File: config.mk
export PLATFORM = sky130hd
export DESIGN_NAME = startup_lock_seq
export DESIGN_NICKNAME = d
export VERILOG_FILES = /design/src/rtl/slq_pkg.sv /design/src/rtl/slq_edge_sync.sv /design/src/rtl/slq_clk_detect.sv /design/src/rtl/slq_stable_filter.sv /design/src/rtl/slq_fsm.sv /design/src/rtl/startup_lock_seq.sv
export SDC_FILE = /design/constraint.sdc
export NUM_CORES = 1
export LEC_CHECK = 0
export ABC_CLOCK_PERIOD_IN_PS = 1200
export BUFFER_PORTS_ARGS = -buffer_cell sky130_fd_sc_hd__buf_2
export CAP_MARGIN = 20
export CORE_AREA = 2 2 49 51
export CTS_CLUSTER_SIZE = 40
export DETAILED_ROUTE_END_ITERATION = 6
export DIE_AREA = 0 0 51 53
export PLACE_DENSITY = 0.74
export SETUP_SLACK_MARGIN = 0.2
export SLEW_MARGIN = 5
export SYNTH_ARGS = -nofsm -noshare
export SYNTH_HDL_FRONTEND = slang
export SYNTH_SLANG_ARGS = --single-unit
File: constraint.sdc
create_clock -name ref_clk -period 1.2 [get_ports ref_clk]
set_input_delay 0 -clock ref_clk [delete_from_list [all_inputs] [get_ports ref_clk]]
set_output_delay 0 -clock ref_clk [all_outputs]
set_load 0.02 [all_outputs]
File: src/rtl/slq_pkg.sv
package slq_pkg;
  typedef enum logic [1:0] {
    SQ_IDLE        = 2'd0,
    SQ_WAIT_CLK    = 2'd1,
    SQ_WAIT_STABLE = 2'd2,
    SQ_LOCKED      = 2'd3
  } sq_state_t;
endpackage

File: src/rtl/slq_edge_sync.sv
module slq_edge_sync #(
  parameter int STAGES = 3
) (
  input  logic clk,
  input  logic rst_n,
  input  logic async_in,
  output logic level_out,
  output logic rise_out
);
  logic [STAGES-1:0] sh_q;

  always_ff @(posedge clk or negedge rst_n) begin
    if (!rst_n) sh_q <= '0;
    else        sh_q <= {sh_q[STAGES-2:0], async_in};
  end

  assign level_out = sh_q[STAGES-2];
  assign rise_out  = sh_q[STAGES-2] & ~sh_q[STAGES-1];
endmodule

File: src/rtl/slq_clk_detect.sv
module slq_clk_detect #(
  parameter int EDGE_MIN = 4,
  parameter int WIN_CYC  = 64
) (
  input  logic clk,
  input  logic rst_n,
  input  logic edge_pulse,
  output logic present
);
  localparam int WW = $clog2(WIN_CYC);
  localparam int EW = $clog2(EDGE_MIN + 1);
  localparam logic [WW-1:0] WIN_LAST = WW'(WIN_CYC - 1);
  localparam logic [EW-1:0] EDGE_SAT = EW'(EDGE_MIN);

  logic [WW-1:0] win_q;
  logic [EW-1:0] edges_q;
  logic [EW-1:0] edges_nx;
  logic          win_end;

  always_comb begin
    edges_nx = edges_q;
    if (edge_pulse && edges_q != EDGE_SAT) edges_nx = edges_q + 1'b1;
  end

  assign win_end = (win_q == WIN_LAST);

  always_ff @(posedge clk or negedge rst_n) begin
    if (!rst_n) begin
      win_q   <= '0;
      edges_q <= '0;
      present <= 1'b0;
    end else if (win_end) begin
      win_q   <= '0;
      edges_q <= '0;
      present <= (edges_nx == EDGE_SAT);
    end else begin
      win_q   <= win_q + 1'b1;
      edges_q <= edges_nx;
    end
  end


  present_window_chk: assert property (@(posedge clk) disable iff (!rst_n)
    (win_q != WIN_LAST) |=> $stable(present));
endmodule

File: src/rtl/slq_stable_filter.sv
module slq_stable_filter #(
  parameter int STABLE_CYC = 32
) (
  input  logic clk,
  input  logic rst_n,
  input  logic lock_level,
  output logic stable
);
  localparam int CW = $clog2(STABLE_CYC + 1);
  localparam logic [CW-1:0] CNT_MAX = CW'(STABLE_CYC);

  logic [CW-1:0] run_q;

  always_ff @(posedge clk or negedge rst_n) begin
    if (!rst_n)              run_q <= '0;
    else if (!lock_level)    run_q <= '0;
    else if (run_q != CNT_MAX) run_q <= run_q + 1'b1;
  end

  assign stable = (run_q == CNT_MAX);


  drop_restarts_chk: assert property (@(posedge clk) disable iff (!rst_n)
    !lock_level |=> !stable);
endmodule

File: src/rtl/slq_fsm.sv
module slq_fsm
  import slq_pkg::*;
#(
  parameter int LOCK_LIMIT_CYC = 50000
) (
  input  logic clk,
  input  logic rst_n,
  input  logic clk_present,
  input  logic pll_level,
  input  logic pll_stable,
  output logic lock_flag,
  output logic oe
);
  localparam int LW = $clog2(LOCK_LIMIT_CYC + 1);

  sq_state_t st_q, st_nx;
  logic      grant;

  always_comb begin
    st_nx = st_q;
    case (st_q)
      SQ_IDLE:        st_nx = SQ_WAIT_CLK;
      SQ_WAIT_CLK:    if (clk_present) st_nx = SQ_WAIT_STABLE;
      SQ_WAIT_STABLE: begin
        if (!clk_present)    st_nx = SQ_WAIT_CLK;
        else if (pll_stable) st_nx = SQ_LOCKED;
      end
      default:        st_nx = SQ_LOCKED;
    endcase
  end

  assign grant = (st_q == SQ_WAIT_STABLE) && clk_present && pll_stable;

  always_ff @(posedge clk or negedge rst_n) begin
    if (!rst_n) begin
      st_q      <= SQ_IDLE;
      lock_flag <= 1'b0;
      oe        <= 1'b0;
    end else begin
      st_q      <= st_nx;
      lock_flag <= lock_flag | grant;
      oe        <= oe | grant;
    end
  end

  // start-up limit watch: cycles spent with clock present and PLL high but unlocked
  logic [LW-1:0] wait_q;
  always_ff @(posedge clk or negedge rst_n) begin
    if (!rst_n) wait_q <= '0;
    else if (clk_present && pll_level && !lock_flag) begin
      if (wait_q != LW'(LOCK_LIMIT_CYC)) wait_q <= wait_q + 1'b1;
    end else wait_q <= '0;
  end


  oe_matches_lock_chk: assert property (@(posedge clk) disable iff (!rst_n)
    oe == lock_flag);


  lock_sticky_chk: assert property (@(posedge clk) disable iff (!rst_n)
    lock_flag |=> lock_flag);


  lock_needs_clock_chk: assert property (@(posedge clk) disable iff (!rst_n)
    $rose(lock_flag) |-> $past(clk_present));


  lock_needs_stable_chk: assert property (@(posedge clk) disable iff (!rst_n)
    $rose(lock_flag) |-> $past(pll_stable));


  startup_limit_chk: assert property (@(posedge clk) disable iff (!rst_n)
    wait_q < LW'(LOCK_LIMIT_CYC));
endmodule

File: src/rtl/startup_lock_seq.sv
module startup_lock_seq #(
  parameter int EDGE_MIN       = 4,
  parameter int WIN_CYC        = 64,
  parameter int STABLE_CYC     = 32,
  parameter int LOCK_LIMIT_CYC = 50000,
  parameter int SYNC_STAGES    = 3
) (
  input  logic ref_clk,
  input  logic pwr_good,
  input  logic pwr_down_n,
  input  logic pll_lock_in,
  input  logic src_clk,
  output logic lock_out,
  output logic clk_oe
);
  logic seq_rst_n;
  logic src_rise;
  logic src_lvl;
  logic pll_lvl;
  logic pll_unused_rise;
  logic present;
  logic stable;

  assign seq_rst_n = pwr_good & pwr_down_n;

  slq_edge_sync #(.STAGES(SYNC_STAGES)) u_src_sync (
    .clk(ref_clk), .rst_n(seq_rst_n), .async_in(src_clk),
    .level_out(src_lvl), .rise_out(src_rise)
  );

  slq_edge_sync #(.STAGES(SYNC_STAGES)) u_pll_sync (
    .clk(ref_clk), .rst_n(seq_rst_n), .async_in(pll_lock_in),
    .level_out(pll_lvl), .rise_out(pll_unused_rise)
  );

  slq_clk_detect #(.EDGE_MIN(EDGE_MIN), .WIN_CYC(WIN_CYC)) u_detect (
    .clk(ref_clk), .rst_n(seq_rst_n), .edge_pulse(src_rise), .present(present)
  );

  slq_stable_filter #(.STABLE_CYC(STABLE_CYC)) u_stable (
    .clk(ref_clk), .rst_n(seq_rst_n), .lock_level(pll_lvl), .stable(stable)
  );

  slq_fsm #(.LOCK_LIMIT_CYC(LOCK_LIMIT_CYC)) u_fsm (
    .clk(ref_clk), .rst_n(seq_rst_n), .clk_present(present),
    .pll_level(pll_lvl), .pll_stable(stable),
    .lock_flag(lock_out), .oe(clk_oe)
  );


  reset_clears_chk: assert property (@(posedge ref_clk)
    !seq_rst_n |-> (!lock_out && !clk_oe));

  logic unused_ok;
  assign unused_ok = src_lvl ^ pll_unused_rise;
endmodule

==> metrics <==
outcome=finished, violations left; failing checks=negative setup slack; Placer Congestion=about 0.74; syn avg cell area=12.07 µm²; io pins=7; number of register bits inferred by synthesis=25; number of warnings issued by yosys=0; share of the yosys chip area belonging to registers=between 50% and 60%; filler instances=around 140; layout cell share with drive strength beyond 1=47.06%; Clock Tree Buf Depth=2; count of flip-flops with a built-in enable after synthesis=0; number of CTS-inserted buffers=3; worst-margin pin slew=0.3140 ns; floorplan die area=between 0.002 and 0.003 mm²; TritonCTS sink count=25; average wire per cell in the routed design=approximately 13 µm; CTS tree=done; via/cell ratio=4.918; Peak supply drop=between 1000 and 1500 µV; net total in the final layout=between 100 and 150; core outline area=0.002148 mm²; peak clock frequency supported by timing=0.7365 GHz; wire length of the first global-routing pass=3.346 mm; final global-route overflow total=0; Layout area overhead=43.93%; Critical Path RT=roughly 1.5 ns; Power per Cell Area=between 1000 and 1500 mW/mm²; top post-synthesis cells by area=sky130_fd_sc_hd__dfrtp_1 (59%), sky130_fd_sc_hd__ha_1 (5.9%), sky130_fd_sc_hd__xnor2_1 (4.9%), sky130_fd_sc_hd__nor2b_1 (2.9%), sky130_fd_sc_hd__mux2i_1 (2.8%); WHS=0.2875 ns; vias in the first global route=between 800 and 900; post-route clock skew=0.001474 ns; final worst-path setup slack=-0.1577 ns; H-tree lvl count=1; most frequent cells in the layout=sky130_fd_sc_hd__dfrtp_1 (24), sky130_fd_sc_hd__buf_4 (11), sky130_fd_sc_hd__buf_2 (6), sky130_fd_sc_hd__buf_6 (6), sky130_fd_sc_hd__nor2b_1 (5); Min-Delay Path Class=in2async; port bufs=6; overall via count from detail_route=slightly above 700; final routed DRC violation total=0; Hold Vio Cnt, Final=0; number of antenna violations at the first check in global routing=0; die outline width=between 50 and 60 µm; predominant post-synthesis flop cell=sky130_fd_sc_hd__dfrtp_1; final cycle utilization of the critical path=113.1%; static leakage power=0.0006665 µW; Site Rows=17; placed wire-length estimate after detailed placement=around 1.3 mm; clock root cell=sky130_fd_sc_hd__clkbuf_4; biggest area consumer among synthesized cells=sky130_fd_sc_hd__dfrtp_1; worst setup path category=reg2reg; Synth Instances=88; Post-synth ARST share=between 90% and 100%; remaining max-slew budget at the tightest pin=79.06%; Antenna Diode Count=0; DR iter-0 viols=9; final number of max-transition violations=0; clock latency at the later pin of the worst-skew pair=0.32 ns; Crit. End Element=flip-flop; most common cell after layout, fill and taps aside=sky130_fd_sc_hd__dfrtp_1; Post-DRT Antenna Nets=0; area share of the largest cell type after synthesis=58.89%; setup repair after global routing missed its margin=yes; max-capacitance violation count=0; Power, Total=between 1500 and 2000 µW; final count of negative-setup-slack endpoints=9; biggest fanout along the worst timing path=3; Place WS=-0.1560 ns; total nets after synthesis=98; die outline height=53 µm; cell area after synthesis=0.001062 mm²; number of detailed-routing iterations run before antenna repair=4; initial cell density of the core=about half; clock-pin slew reported for the worst setup and hold paths after clock tree synthesis=between 0.1 and 0.15 ns; Post-Route WL=~2.0 mm; distinct cell type count of the synthesized netlist=23; Total Routing Usage GR=16.90%; Worst setup SP type=flip-flop; Period minus WS final=around 1.4 ns; data arrival time of the critical path=1.63 ns; pin count of the biggest net entering global routing=26
-- per-stage QoR --
stage	instances	TNS [ns]	utilization [%]	cell area (µm²)
floorplan	88	-0.2869	-	1090
global placement	135	-0.4508	58.30	1252
detailed placement	135	-0.9279	58.30	1252
CTS	146	-0.8865	67.27	1445
global route	147	-1.485	71.17	1529
finish	147	-0.9300	71.17	1529
-- cell type report --
type	count	area, µm²	share of cell area (%)
timing repair buffer	27	220.2	14.40
sequential	25	626.9	41.00
inverter	4	15.01	0.9820
tap	28	35.03	2.291
clock buffer	3	22.52	1.473
clock inverter	1	7.507	0.4910
multi-input combinational	59	601.8	39.36
-- per-layer routing --
layer | part of all wire (%) | GRT usage, %
met5 | 0 | 0
met4 | 2.0 | 8.108
met3 | 1.0 | 1.695
met2 | 55 | 33.12
met1 | 42 | 17.94
-- final timing paths --
path / start / endpoint / slack (ns) / cells after the start
max: u_detect.edges_q[1] / u_detect.present / -0.16 / 6
min: pwr_down_n / u_fsm.lock_flag / 0.29 / 4
max reg2reg: u_detect.edges_q[1] / u_detect.present / -0.16 / 6
min reg2reg: u_src_sync.sh_q[0] / u_src_sync.sh_q[1] / 0.37 / 0
max in group asynchronous: pwr_good / u_detect.win_q[3] / 0.64 / 4
min in group ref_clk: src_clk / u_src_sync.sh_q[0] / 0.32 / 2
-- registers in the layout (all words and copies together), names as in the netlist --
name              flops
u_detect.edges_q      3
u_pll_sync.sh_q       2
u_detect.present      1
u_stable.run_q        6
u_detect.win_q        6
u_src_sync.sh_q       3
u_fsm.st_q            2
u_fsm.oe              1
u_fsm.lock_flag       1
-- where the power goes --
part | total, µW | switching [µW] | leakage [µW] | internal (µW)
logic | 385 | 192 | 0.000337 | 192
registers | 969 | 57.3 | 0.000316 | 911
clock network | 380 | 252 | 0.0000139 | 128
-- logic make-up (layout without fill, tap and decap cells) --
logic type,Yosys count,count (layout),share of synthesized area (%)
AO/OA/AOI/OAI,6,6,3.652
flip-flops,25,25,58.89
XOR/XNOR,8,8,6.596
adder cells (fa/ha/maj),6,6,6.832
AND/OR/NAND/NOR,36,36,19.79
buffers and inverters,4,35,1.413
multiplexers,3,3,2.827
-- cell usage after synthesis (2+ instances only) --
master                     count
sky130_fd_sc_hd__nand3_1       5
sky130_fd_sc_hd__nor2_1        7
sky130_fd_sc_hd__mux2i_1       3
sky130_fd_sc_hd__xnor2_1       6
sky130_fd_sc_hd__nor3b_1       2
sky130_fd_sc_hd__o21ai_0       2
sky130_fd_sc_hd__nand2_1       5
sky130_fd_sc_hd__xor2_1        2
sky130_fd_sc_hd__nor2b_1       5
sky130_fd_sc_hd__dfrtp_1      25
sky130_fd_sc_hd__nand2b_1      3
sky130_fd_sc_hd__ha_1          5
sky130_fd_sc_hd__nand3b_1      2
sky130_fd_sc_hd__inv_1         4
sky130_fd_sc_hd__and2_1        4
-- worst max-delay path, cell delays in order, from the launching register on --
cell and delay [ns]:
sky130_fd_sc_hd__dfrtp_1 0.41, sky130_fd_sc_hd__inv_2 0.06, sky130_fd_sc_hd__ha_4 0.16, sky130_fd_sc_hd__nand2_2 0.05
sky130_fd_sc_hd__nand3b_1 0.13, sky130_fd_sc_hd__xnor2_1 0.30, sky130_fd_sc_hd__a31o_2 0.20
-- timing repair --
action,CTS,global route
hold endpoints to repair,27,0
pin swaps,12,8
setup buffers,3,1
gates resized for setup,23,14
hold buffers,4,0
setup endpoints to repair,18,18
(Power assumes the default switching activity.)
